**config.mk**
```make
export PLATFORM = sky130hd
export DESIGN_NAME = i2c_srst_ctrl
export DESIGN_NICKNAME = d
export VERILOG_FILES = /design/src/rtl/i2c_srst_pkg.sv /design/src/rtl/srst_hold_timer.sv /design/src/rtl/srst_cfg_bank.sv /design/src/rtl/srst_live_regs.sv /design/src/rtl/i2c_srst_ctrl.sv
export SDC_FILE = /design/constraint.sdc
export NUM_CORES = 1
export LEC_CHECK = 0
export BUFFER_PORTS_ARGS = -buffer_cell sky130_fd_sc_hd__buf_2
export CORE_UTILIZATION = 35
export CTS_CLUSTER_DIAMETER = 60
export CTS_CLUSTER_SIZE = 25
export DETAILED_ROUTE_END_ITERATION = 6
export PLACE_DENSITY_LB_ADDON = 0.3
export SETUP_SLACK_MARGIN = 0.5
export SYNTH_ARGS = -nofsm -noshare
export SYNTH_HDL_FRONTEND = slang
export SYNTH_SLANG_ARGS = --single-unit
```
**constraint.sdc**
```tcl
create_clock -name clk -period 2.6 [get_ports clk]
set_input_delay 0.26 -clock clk [delete_from_list [all_inputs] [get_ports clk]]
set_output_delay 0.26 -clock clk [all_outputs]
set_load 0.005 [all_outputs]
```
**src/rtl/i2c_srst_pkg.sv**
```systemverilog
package i2c_srst_pkg;
   localparam int ADDR_W  = 2;
   localparam int CFG_W   = 6;
   localparam int TIM_W   = 28;
   localparam int CMD_W   = 4;
   localparam int STAT_W  = 15;

   localparam logic [ADDR_W-1:0] A_CTRL = 2'd0;
   localparam logic [ADDR_W-1:0] A_CMD  = 2'd1;
   localparam logic [ADDR_W-1:0] A_TIME = 2'd2;
   localparam logic [ADDR_W-1:0] A_STAT = 2'd3;

   localparam int CMD_PECB  = 3;
   localparam int ST_SMB_LO = 11;
   localparam int ST_SMB_N  = 3;

   localparam logic [STAT_W-1:0] STAT_IDLE = 15'h0001;

   function automatic logic [STAT_W-1:0] smb_stat_bits();
      logic [STAT_W-1:0] m;
      m = '0;
      for (int i = 0; i < ST_SMB_N; i++) m[ST_SMB_LO+i] = 1'b1;
      return m;
   endfunction
endpackage

```
**src/rtl/srst_hold_timer.sv**
```systemverilog
module srst_hold_timer #(
   parameter int MIN_HOLD = 3
) (
   input  logic clk,
   input  logic rst_n,
   input  logic restart,
   output logic hold_done
);
   localparam int CNT_W = $clog2(MIN_HOLD + 1);
   localparam logic [CNT_W-1:0] HOLD_C = CNT_W'(MIN_HOLD);

   if (MIN_HOLD < 1) begin : g_bad_hold
      $error("MIN_HOLD must be at least 1");
   end

   logic [CNT_W-1:0] cnt_q;

   always_ff @(posedge clk or negedge rst_n) begin
      if (!rst_n)              cnt_q <= '0;
      else if (restart)        cnt_q <= '0;
      else if (cnt_q != HOLD_C) cnt_q <= cnt_q + 1'b1;
   end

   assign hold_done = (cnt_q == HOLD_C);

   // the window advances one per clock until complete
   a_r4_hold_advances: assert property (@(posedge clk) disable iff (!rst_n)
      (!restart && cnt_q != HOLD_C) |=> (cnt_q == $past(cnt_q) + 1'b1));
   // a restart always reopens the window
   a_r4_restart_opens: assert property (@(posedge clk) disable iff (!rst_n)
      restart |=> !hold_done);
endmodule

```
**src/rtl/srst_cfg_bank.sv**
```systemverilog
module srst_cfg_bank import i2c_srst_pkg::*; (
   input  logic              clk,
   input  logic              rst_n,
   input  logic              wen,
   input  logic [ADDR_W-1:0] addr,
   input  logic [TIM_W-1:0]  wdata,
   output logic              en_q,
   output logic [CFG_W-1:0]  misc_q,
   output logic [TIM_W-1:0]  tim_q,
   output logic              en_clear
);
   logic ctrl_wr, tim_wr;
   assign ctrl_wr  = wen && (addr == A_CTRL);
   assign tim_wr   = wen && (addr == A_TIME);
   assign en_clear = ctrl_wr && en_q && !wdata[0];

   always_ff @(posedge clk or negedge rst_n) begin
      if (!rst_n) begin
         en_q   <= 1'b0;
         misc_q <= '0;
         tim_q  <= '0;
      end else begin
         if (ctrl_wr) begin
            en_q   <= wdata[0];
            misc_q <= wdata[CFG_W:1];
         end
         if (tim_wr) tim_q <= wdata;
      end
   end

   // timing word changes only by its own write
   a_r8_timing_kept: assert property (@(posedge clk) disable iff (!rst_n)
      !tim_wr |=> $stable(tim_q));
   // configuration bits change only by a CTRL write
   a_r8_misc_kept: assert property (@(posedge clk) disable iff (!rst_n)
      !ctrl_wr |=> $stable(misc_q));
   // enable reflects the write on the next cycle
   a_r9_en_readback: assert property (@(posedge clk) disable iff (!rst_n)
      ctrl_wr |=> (en_q == $past(wdata[0])));
endmodule

```
**src/rtl/srst_live_regs.sv**
```systemverilog
module srst_live_regs import i2c_srst_pkg::*; #(
   parameter bit HAS_SMBUS = 1'b1
) (
   input  logic              clk,
   input  logic              rst_n,
   input  logic              soft_rst,
   input  logic              cmd_wen,
   input  logic [CMD_W-1:0]  cmd_wdata,
   input  logic [CMD_W-1:0]  cmd_ack,
   input  logic [STAT_W-1:0] stat_set,
   input  logic [STAT_W-1:0] stat_clr,
   output logic [CMD_W-1:0]  cmd_q,
   output logic [STAT_W-1:0] stat_q
);
   logic [CMD_W-1:0]  cmd_keep;
   logic [STAT_W-1:0] stat_keep;

   if (HAS_SMBUS) begin : g_smbus
      assign cmd_keep  = '1;
      assign stat_keep = '1;
   end else begin : g_plain
      logic [CMD_W-1:0] pec_bit;
      always_comb begin
         pec_bit           = '0;
         pec_bit[CMD_PECB] = 1'b1;
      end
      assign cmd_keep  = ~pec_bit;
      assign stat_keep = ~smb_stat_bits();
   end

   logic [CMD_W-1:0]  cmd_set;
   assign cmd_set = cmd_wen ? cmd_wdata : '0;

   always_ff @(posedge clk or negedge rst_n) begin
      if (!rst_n) begin
         cmd_q  <= '0;
         stat_q <= STAT_IDLE;
      end else if (soft_rst) begin
         cmd_q  <= '0;
         stat_q <= STAT_IDLE;
      end else begin
         cmd_q  <= ((cmd_q & ~cmd_ack) | cmd_set) & cmd_keep;
         stat_q <= ((stat_q & ~stat_clr) | stat_set) & stat_keep;
      end
   end

   // command bits are cleared during the soft reset
   a_r5_cmd_cleared: assert property (@(posedge clk) disable iff (!rst_n)
      soft_rst |=> (cmd_q == '0));
   // flags sit at their idle pattern during the soft reset
   a_r6_stat_idle: assert property (@(posedge clk) disable iff (!rst_n)
      soft_rst |=> (stat_q == STAT_IDLE));
   // an acknowledged command bit drops when not rewritten
   a_r10_ack_clears: assert property (@(posedge clk) disable iff (!rst_n)
      (!cmd_wen) |=> ((cmd_q & $past(cmd_ack)) == '0));
endmodule

```
**src/rtl/i2c_srst_ctrl.sv**
```systemverilog
module i2c_srst_ctrl import i2c_srst_pkg::*; #(
   parameter int DATA_W    = 32,
   parameter int MIN_HOLD  = 3,
   parameter bit HAS_SMBUS = 1'b1
) (
   input  logic              clk,
   input  logic              rst_n,
   input  logic              reg_wen,
   input  logic [ADDR_W-1:0] reg_addr,
   input  logic [DATA_W-1:0] reg_wdata,
   output logic [DATA_W-1:0] reg_rdata,
   input  logic              eng_scl_low,
   input  logic              eng_sda_low,
   input  logic [STAT_W-1:0] eng_stat_set,
   input  logic [STAT_W-1:0] eng_stat_clr,
   input  logic [CMD_W-1:0]  eng_cmd_ack,
   output logic              scl_oe,
   output logic              sda_oe,
   output logic              eng_rst_n,
   output logic [CMD_W-1:0]  eng_cmd,
   output logic [CFG_W-1:0]  cfg_misc,
   output logic [TIM_W-1:0]  cfg_timing
);
   if (DATA_W <= TIM_W) begin : g_bad_width
      $error("DATA_W must exceed the timing word width");
   end

   logic              en_q, en_clear, hold_done, soft_rst;
   logic [STAT_W-1:0] stat_q;
   logic              unused_wdata_hi;

   assign unused_wdata_hi = ^reg_wdata[DATA_W-1:TIM_W];

   srst_cfg_bank u_cfg (
      .clk      (clk),
      .rst_n    (rst_n),
      .wen      (reg_wen),
      .addr     (reg_addr),
      .wdata    (reg_wdata[TIM_W-1:0]),
      .en_q     (en_q),
      .misc_q   (cfg_misc),
      .tim_q    (cfg_timing),
      .en_clear (en_clear)
   );

   srst_hold_timer #(.MIN_HOLD(MIN_HOLD)) u_hold (
      .clk       (clk),
      .rst_n     (rst_n),
      .restart   (en_clear),
      .hold_done (hold_done)
   );

   assign soft_rst  = !(en_q && hold_done);
   assign eng_rst_n = !soft_rst;

   srst_live_regs #(.HAS_SMBUS(HAS_SMBUS)) u_live (
      .clk       (clk),
      .rst_n     (rst_n),
      .soft_rst  (soft_rst),
      .cmd_wen   (reg_wen && (reg_addr == A_CMD)),
      .cmd_wdata (reg_wdata[CMD_W-1:0]),
      .cmd_ack   (eng_cmd_ack),
      .stat_set  (eng_stat_set),
      .stat_clr  (eng_stat_clr),
      .cmd_q     (eng_cmd),
      .stat_q    (stat_q)
   );

   assign scl_oe = eng_rst_n && eng_scl_low;
   assign sda_oe = eng_rst_n && eng_sda_low;

   always_comb begin
      unique case (reg_addr)
         A_CTRL:  reg_rdata = DATA_W'({cfg_misc, en_q});
         A_CMD:   reg_rdata = DATA_W'(eng_cmd);
         A_TIME:  reg_rdata = DATA_W'(cfg_timing);
         default: reg_rdata = DATA_W'(stat_q);
      endcase
   end

   // a clearing write releases both lines on the next cycle
   a_r2_lines_released: assert property (@(posedge clk) disable iff (!rst_n)
      (reg_wen && reg_addr == A_CTRL && !reg_wdata[0]) |=> (!scl_oe && !sda_oe));
   // the engine stays in reset while disabled
   a_r3_engine_held: assert property (@(posedge clk) disable iff (!rst_n)
      !en_q |-> !eng_rst_n);
   // a clearing write keeps the engine in reset on the next cycle
   a_r4_reset_follows_clear: assert property (@(posedge clk) disable iff (!rst_n)
      en_clear |=> !eng_rst_n);
endmodule

```
-- Word-level counts from Yosys, hierarchy flattened
Cells that the tools add are included.
- bits in latches: 0
- word-level logic and storage cells: 34
- bits in registers: 56
- output and inout bits: 73
- memory bits (writable): 0
- memory bits (read-only): 0
- memories: 0
- $add $sub $neg: 1
- div/mod/pow operators: 0
- shift-type cells: 0
- order comparisons: 0
- equality and inequality tests: 4
- multiplexer cells: 6
- bitwise operators: 6
- reductions and logical operators: 11
- multiply operators: 0
- operators with widths (kind ; number):
    28-bit one-hot mux with 3 select lines ; 1
    15-bit AND ; 1
    15-bit 2-to-1 mux ; 1
    15-bit inverter ; 1
    15-bit bitwise OR ; 1
    1-bit logical AND ; 8
    4-bit 2-to-1 mux ; 2
    4-bit AND ; 1
    2-bit equality test, second input constant ; 2
    2-bit 2-to-1 mux ; 2
    4-bit inverter ; 1
    4-bit bitwise OR ; 1
    2-bit by 1-bit adder with 2-bit output, second input constant ; 1
    2-bit by 1-bit equality test with 1-bit output, second input constant ; 1
    2-bit logical NOT ; 1
    2-bit inequality test, second input constant ; 1
    2-bit nonzero test ; 1
    1-bit logical NOT ; 1

-- Logic depth before layout (Yosys ltp)
Gate-level depths: netlist of the first run.
- word-level depth: 5
- mapped depth: 5

-- Cells and area by module
From an unflattened synthesis of the first run, not the netlist that was laid out.
- cell total of the unflattened synthesis: 218
- area total of the unflattened synthesis: 2826.5 um^2
- modules (own cells, without submodules) (module ; sequential area each (um^2) ; cells an instance ; instances ; area an instance (um^2)):
    srst_cfg_bank ; 875.8 ; 76 ; 1 ; 1431.4
    srst_live_regs ; 476.7 ; 78 ; 1 ; 828.3
    i2c_srst_ctrl ; 0.0 ; 57 ; 1 ; 478.0
    srst_hold_timer ; 50.0 ; 7 ; 1 ; 88.8

-- Worst setup path before layout of the first run
OpenSTA, ideal clock, no wires.
- path type: input to output
- start point: in reg_addr[0]
- end point: out reg_rdata[4]
- cell stages on the path: 4
- arrival time: 1.061 ns
- required time: 2.340 ns
- path slack: 1.279 ns
- cell sequence: buf_6 -> buf_6 -> mux2_2 -> a22o_1
- longest elaborated chain between the ends: 2
- elaborated cells between the ends (all ways): 4
- ends and longest elaborated chain (item ; line ; source):
    start, declared ; i2c_srst_ctrl.sv:9 ; input logic [ADDR_W-1:0] reg_addr,
    2-bit equality test, or another cell as far along ; i2c_srst_ctrl.sv:73 ; unique case (reg_addr)
    28-bit one-hot mux with 3 select lines (*) ; i2c_srst_ctrl.sv:73 ;
    end, declared ; i2c_srst_ctrl.sv:11 ; output logic [DATA_W-1:0] reg_rdata,
Every way passes the cells marked *; elsewhere a longest branch is shown, timed or not.

-- Final worst setup path of the first run
- start point: reg u_hold.cnt_q[0]
- end point: out eng_rst_n
- longest elaborated chain between the ends: 2
- ends and longest elaborated chain (item ; line ; source):
    start, declared ; srst_hold_timer.sv:16 ; logic [CNT_W-1:0] cnt_q;
    start signal, assigned ; srst_hold_timer.sv:21 ; else if (cnt_q != HOLD_C) cnt_q <= cnt_q + 1'b1;
    2-bit equality test ; srst_hold_timer.sv:24 ; assign hold_done = (cnt_q == HOLD_C);
    1-bit logical AND ; i2c_srst_ctrl.sv:53 ; assign soft_rst = !(en_q && hold_done);
    end, declared ; i2c_srst_ctrl.sv:19 ; output logic eng_rst_n,
Every way passes these cells.

==> run summary, run 1 <==
status: finished, final reports clean
Post-Layout Cell Count: 456
P&R area growth vs syn: 31.0%
initial detailed-routing violation count: 55
Final Skew: 0.00473 ns
endpoints failing hold: 0
Post-Synth Adder-Cell Area: 0.451%
Antenna Cells: 0
cell chosen for the clock root: clkbuf_8
Avg Cell Area, Syn: 12.8 um2
Slew Viols, Final: 0
placed cells: 448
layout cell share with drive strength beyond 1: 54.8%
initial antenna violation count: 0
final hold slack: 0.0877 ns
Ys Warns: 0
Synth Cell Area: 0.00277 mm2
Die Y: 91.0 um
Crit Path Category: reg -> out
I/O Buffers: 137
placer congestion estimate: 0.733
CP endpoint kind: primary output
Num CTS Buffers: 5
switching power: 651 uW
DP HPWL: 4620 um
Comb power frac: 26.6%
Max-slew headroom: 52.8%
Post-Route WL: 6380 um
DR WL/cell: 14.0 um
Final Net Count: 427
Die Wd: 91.0 um
commonest non-fill, non-tap cell in the layout: buf_2
post-CTS setup buffer count: 0
Post-CTS Resized: 0
fmax: 0.515 GHz
most frequent cells in the layout: buf_2 (137), dfrtp_1 (55), a21oi_1 (20), mux2_4 (20)
vias per cell: 4.55
setup TNS: 0 ns
Clock Power Share: 25.8%
DRC Markers: 0
DP Area: 0.00351 mm2
xor/xnor share of the synthesized area: 0.316%
Ports: 146
Fillers: 742
leak pwr: 0.00196 uW
Synth Area in Compound Gates: 4.87%
Arr. time, crit path: 1.68 ns
RSZ-0062 raised after global routing: no
CTS max path bufs: 2
largest family of logic cells by synthesized area: multiplexers
worst min path class: in -> async
fin crit period: 1.94 ns
first-pass GRT wire length: 10300 um
largest net degree at the start of global routing: 57
site row count: 32
Clk Latency, worst-skew pair: 0.30 ns
overall global routing resource usage: 15.8%
P_int: 1740 uW
vias in the first global route: 2050
Power Density: 658 mW/mm2
Synth Area in Simple Gates: 12.2%
GRT Residual Overflow: 0
vias post-DR: 2073
worst-path maximum fanout: 13
Initial Util: 36.1%
VDD IR max: 0.321 mV
post-synth cell types: 27
FF+latch area: 0.00140 mm2
Worst EP required: 2.34 ns
Seq pwr share: 47.7%
H-Tree Depth: 2
period utilization: 74.7%
Finished Cell Area: 0.00363 mm2
Core ar.: 0.00769 mm2
Max Cap Violations: 0
die footprint: 0.00828 mm2
register bit total from synthesis: 56
Startpoint Class: flip-flop
post-route ant nets: 0
router iterations before antenna repair: 4
CTS tree: done
Cells after Synth: 216
Sw Ratio: 27.2%
hold_buf cts: 0
Least-Margin Pin Slew: 0.708 ns
mux contribution to synthesized area: 24.6%
clk sinks: 56
final setup fails: 0
area occupied by multi-input gates: 0.00119 mm2
sequential share of the synthesized area: 50.6%
Reg clk slew, reported paths: 0.10 ns
==> sequential cells by signal, indices dropped and copies added (netlist names) <==
signal / cells
u_cfg.misc_q: 6
u_live.stat_q: 15
u_hold.cnt_q: 2
u_cfg.tim_q: 28
u_live.cmd_q: 4
u_cfg.en_q: 1
==> cell type report <==
class | instances | share of cell area [%]
Inverter | 16 | 1.65
Clock buffer | 7 | 2.65
Sequential cell | 56 | 38.6
Multi-Input combinational cell | 132 | 32.8
Tap cell | 102 | 3.51
Clock inverter | 1 | 0.827
Timing Repair Buffer | 142 | 19.9
==> power groups by stage <==
stage / logic [uW] / registers, uW / clock network (uW)
final: 635 / 1140 / 616
after global routing: 705 / 1160 / 675
after CTS: 650 / 1140 / 641
after detailed placement: 648 / 1160 / 0
after global placement: 633 / 1150 / 0
after floorplan: 363 / 1140 / 0
==> through the flow <==
step           utilization (%)  total power (uW)  setup WS (ns)
6_report                  47.2              2390          0.658
3_3_place_gp              45.6              1780          0.831
3_5_place_dp              45.6              1810          0.715
2_1_floorplan                -              1510           1.28
4_1_cts                   47.2              2430          0.631
5_1_grt                   47.2              2540          0.515
==> cells by family (layout without fill, tap and decap cells) <==
family          count (synthesis)  in the layout
xor+xnor                        1              1
other cells                     1              4
buf+inv                        31            166
mux                            51             51
simple gates                   51             51
compound gates                 24             24
flops                          56             56
fa+ha+maj                       1              1
==> final timing paths <==
| check | from | to | slack [ns] | depth (start not counted) |
|---|---|---|---|---|
| setup / recovery | u_hold.cnt_q[0]$_DFFE_PN0P_ | eng_rst_n | 0.66 | 4 |
| hold / removal | rst_n | u_cfg.tim_q[15]$_DFFE_PN0P_ | 0.09 | 2 |
| setup reg to reg | u_hold.cnt_q[0]$_DFFE_PN0P_ | u_live.stat_q[8]$_DFF_PN0_ | 0.99 | 4 |
| hold reg to reg | u_cfg.tim_q[16]$_DFFE_PN0P_ | u_cfg.tim_q[16]$_DFFE_PN0P_ | 0.53 | 1 |
| max in group asynchronous | rst_n | u_live.stat_q[6]$_DFF_PN0_ | 2.05 | 2 |
| min in group clk | eng_stat_set[0] | u_live.stat_q[0]$_DFF_PN1_ | 0.15 | 2 |
==> cells in the mapped netlist (all sizes together) <==
master  number  area [um2]
a211o        1        8.76
conb         1        3.75
mux2i        9        90.1
nand4b       4        35.0
a22o         3        26.3
inv         16        60.1
mux4         4        90.1
nand2b      18         113
ha           1        12.5
a21oi       20         100
nand3b       1        7.51
buf         11         114
dfrtp       55        1380
nor3b        1        18.8
nor2         1        3.75
nand2        1        3.75
dfstp        1        26.3
mux2        38         503
and2        13        81.3
xor2         1        8.76
nor2b       10        62.6
and3         2        12.5
clkbuf       4        15.0
==> worst max-delay path: stages, from the launching register on <==
cell and delay (ns):
dfrtp_1 0.40, ha_1 0.27, nand2_1 0.49, inv_1 0.08, buf_2 0.15
==> layer usage <==
| layer | track usage, % | routed length [um] |
|---|---|---|
| met2 | 26.5 | 3100 |
| met4 | 4.76 | 63 |
| met3 | 3.69 | 380 |
| met1 | 20.3 | 2830 |
| met5 | 0 | 0 |
Note: power is estimated with default switching activity, not from simulation.
==> run 2: changes to the inputs <==
--- a/config.mk
+++ b/config.mk
@@ -5,6 +5,7 @@
 export SDC_FILE = /design/constraint.sdc
 export NUM_CORES = 1
 export LEC_CHECK = 0
+export ABC_AREA = 1
 export BUFFER_PORTS_ARGS = -buffer_cell sky130_fd_sc_hd__buf_2
 export CORE_UTILIZATION = 35
 export CTS_CLUSTER_DIAMETER = 60
==> constraint.sdc (replaced) <==
create_clock -name clk -period 1.9 [get_ports clk]
set_input_delay 0.19 -clock clk [delete_from_list [all_inputs] [get_ports clk]]
set_output_delay 0.19 -clock clk [all_outputs]
set_load 0.005 [all_outputs]
==> run summary, run 2 <==
status: finished, final reports clean (unchanged)
Synth top cells by count: nand2_1 (92), dfrtp_1 (55), inv_1 (45) (was dfrtp_1 (55), a21oi_1 (20), mux2_4 (20))
top area cells in the synthesized netlist: dfrtp_1 (50%), nand2_1 (12%), nand3_1 (6.5%), inv_1 (6.1%), nor2_1 (5.7%) (was dfrtp_1 (50%), mux2_4 (11%), mux2_2 (7.3%), nand2b_1 (4.1%), a21oi_1 (3.6%))
reg2reg setup slack: 0.68 ns (was 0.99 ns)
overall global routing resource usage: 18.1% (was 15.8%)
Final Net Count: 556 (was 427)
largest net degree at the start of global routing: 57 (unchanged)
die footprint: 0.00827 mm2 (was 0.00828 mm2)
Reg clk slew, reported paths: 0.10 ns (about the same)
area leader, netlist: dfrtp_1 (unchanged)
Post-Layout Cell Count: 584 (was 456)
layout cell share with drive strength beyond 1: 37.6% (was 54.8%)
fmax: 0.740 GHz
DR WL/cell: 13.0 um (was 14.0 um)
final setup fails: 0 (unchanged)
Worst EP required: 1.71 ns (was 2.34 ns)
biggest regs: u_cfg.tim_q (28), u_live.stat_q (15), u_cfg.misc_q (6) (unchanged)
Slew Viols, Final: 0 (unchanged)
DRC Markers: 0 (unchanged)
vias per cell: 4.60 (was 4.55)
initial antenna violation count: 0 (unchanged)
vias in the first global route: 2522 (was 2050)
H-Tree Depth: 2 (unchanged)
CTS max path bufs: 2 (unchanged)
placer congestion estimate: 0.774 (was 0.733)
reg2reg path depth: 6 (was 4)
Max Cap Violations: 0 (unchanged)
Most used DFF post-synth: dfrtp_1 (unchanged)
GRT Residual Overflow: 0 (unchanged)
Num CTS Buffers: 5 (unchanged)
Clk Latency, worst-skew pair: 0.30 ns (about the same)
DP HPWL: 5200 um (was 4620 um)
VDD IR max: 0.493 mV (was 0.321 mV)
Initial Util: 36.0% (was 36.1%)
endpoints failing hold: 0 (unchanged)
leak pwr: 0.00219 uW (was 0.00196 uW)
Ports: 146 (unchanged)
Arr. time, crit path: 1.16 ns (was 1.68 ns)
most frequent cell after synthesis: nand2_1 (was dfrtp_1)
max FFs per register: 28 (unchanged)
RSZ-0062 raised after global routing: yes (was no)
Core ar.: 0.00769 mm2 (unchanged)
Ys Warns: 0 (unchanged)
Synth Cell Area: 0.00277 mm2 (about the same)
commonest non-fill, non-tap cell in the layout: buf_2 (unchanged)
Cells after Synth: 342 (was 216)
site row count: 32 (unchanged)
fin crit period: 1.35 ns
router iterations before antenna repair: 4 (unchanged)
worst setup path start: u_hold.cnt_q[0]$_DFFE_PN0P_ (unchanged)
setup TNS: 0 ns (unchanged)
Fillers: 782 (was 742)
vias post-DR: 2689 (was 2073)
worst min path class: in -> reg (was in -> async)
P&R area growth vs syn: 34.0% (was 31.0%)
Most flops, register: u_cfg.tim_q (unchanged)
cell chosen for the clock root: clkbuf_8 (unchanged)
initial detailed-routing violation count: 82 (was 55)
period utilization: 71.1%
post-synth cell types: 21 (was 27)
Crit Path Category: reg -> out (unchanged)
FFs w/ async S/R, synth: 100% (unchanged)
post-route ant nets: 0 (unchanged)
placed cells: 572 (was 448)
Post-Route WL: 7610 um (was 6380 um)
Die Y: 91.0 um (about the same)
Die Wd: 91.0 um (about the same)
clk sinks: 56 (unchanged)
Avg Cell Area, Syn: 8.10 um2 (was 12.8 um2)
sequential share of the synthesized area: 50.6% (about the same)
Critical Path End: sda_oe (was eng_rst_n)
register bit total from synthesis: 56 (unchanged)
Yosys top cell area share: 49.7% (was 49.6%)
RR Startpoint: u_hold.cnt_q[1]$_DFFE_PN0P_ (was u_hold.cnt_q[0]$_DFFE_PN0P_)
first-pass GRT wire length: 11900 um (was 10300 um)
CTS tree: done (unchanged)
Startpoint Class: flip-flop (unchanged)
Power Density: 868 mW/mm2 (was 658 mW/mm2)
CP endpoint kind: primary output (unchanged)
Post-synth EDFFs: 0 (unchanged)
Final Skew: 0.00393 ns (was 0.00473 ns)
most frequent cells in the layout: buf_2 (136), nand2_1 (91), dfrtp_1 (55) (was buf_2 (137), dfrtp_1 (55), a21oi_1 (20), mux2_4 (20))
worst-path maximum fanout: 5 (was 13)
Worst R2R End: u_live.stat_q[0]$_DFF_PN1_ (was u_live.stat_q[8]$_DFF_PN0_)
I/O Buffers: 137 (unchanged)
Antenna Cells: 0 (unchanged)
## run 2: logic make-up (layout without fill, tap and decap cells)
kind of cell | after synthesis | in the layout | share of synthesized area [%]
AOI/OAI and AO/OA | 34 | 34 | 8.04
xor gates and xnor gates | 1 | 1 | 0.316
adders and majority gates | 1 | 1 | 0.452
buffers and inverters | 67 | 203 | 11.9
DFF | 56 | 56 | 50.6
other | 1 | 4 | 0.135
and+or+nand+nor | 182 | 183 | 28.5
## run 2: metal layers
metal | global-route usage (%) | wire length (um)
met4 | 3.44 | 21
met3 | 4.52 | 553
met1 | 23.6 | 3520
met2 | 30.6 | 3520
met5 | 0 | 0
## run 2: through the flow
stage	util (%)	total power (uW)	hold WS, ns	cell area [um2]	setup WS [ns]
floorplan	-	1910	-0.106	2780	0.631
global placement	45.7	2240	0.218	3510	0.386
detailed placement	45.7	2270	0.216	3510	0.372
CTS	48.0	3240	0.0203	3690	0.520
global route	48.3	3440	0.0451	3710	0.484
finish	48.3	3220	0.0360	3710	0.549
## run 2: worst min-delay path by stage
stage	start	endpoint	cells after the start
3_3_place_gp	rst_n	u_cfg.tim_q[25]$_DFFE_PN0P_	2
2_1_floorplan	rst_n	u_cfg.en_q$_DFFE_PN0P_	0
5_1_grt	eng_stat_clr[0]	u_live.stat_q[0]$_DFF_PN1_	2
6_report	eng_stat_clr[0]	u_live.stat_q[0]$_DFF_PN1_	2
4_1_cts	eng_stat_clr[0]	u_live.stat_q[0]$_DFF_PN1_	2
3_5_place_dp	rst_n	u_cfg.tim_q[26]$_DFFE_PN0P_	2
## run 2: report_power, final
group	switching [uW]	internal, uW	leakage [uW]
logic	426	382	0.00140
clock network	389	519	0.0000642
registers	140	1370	0.000720
## run 2: timing repair
action / in CTS / in global routing
cloned: 0 / 1
buffers inserted: 2 / 1
pin swaps: 1 / 2
resized for setup: 5 / 2
endpoints found under the setup margin: 33 / 17
hold endpoints to repair: 55 / 0
hold buffers: 1 / 0
## run 2: final cells by class
cell class | instances | area [um2] | share of cell area, %
Timing Repair Buffer | 149 | 793 | 21.4
Clock buffer | 5 | 68.8 | 1.85
Tap cell | 102 | 128 | 3.44
Multi-Input combinational cell | 223 | 1080 | 29.2
Inverter | 47 | 176 | 4.75
Clock inverter | 2 | 60.1 | 1.62
Sequential cell | 56 | 1400 | 37.8
## run 2: worst max-delay path, cell delays in order (launching register included)
cell and delay, ns:
dfrtp_1 0.43, ha_4 0.19, nand2_4 0.09, nor2_1 0.04, buf_2 0.11
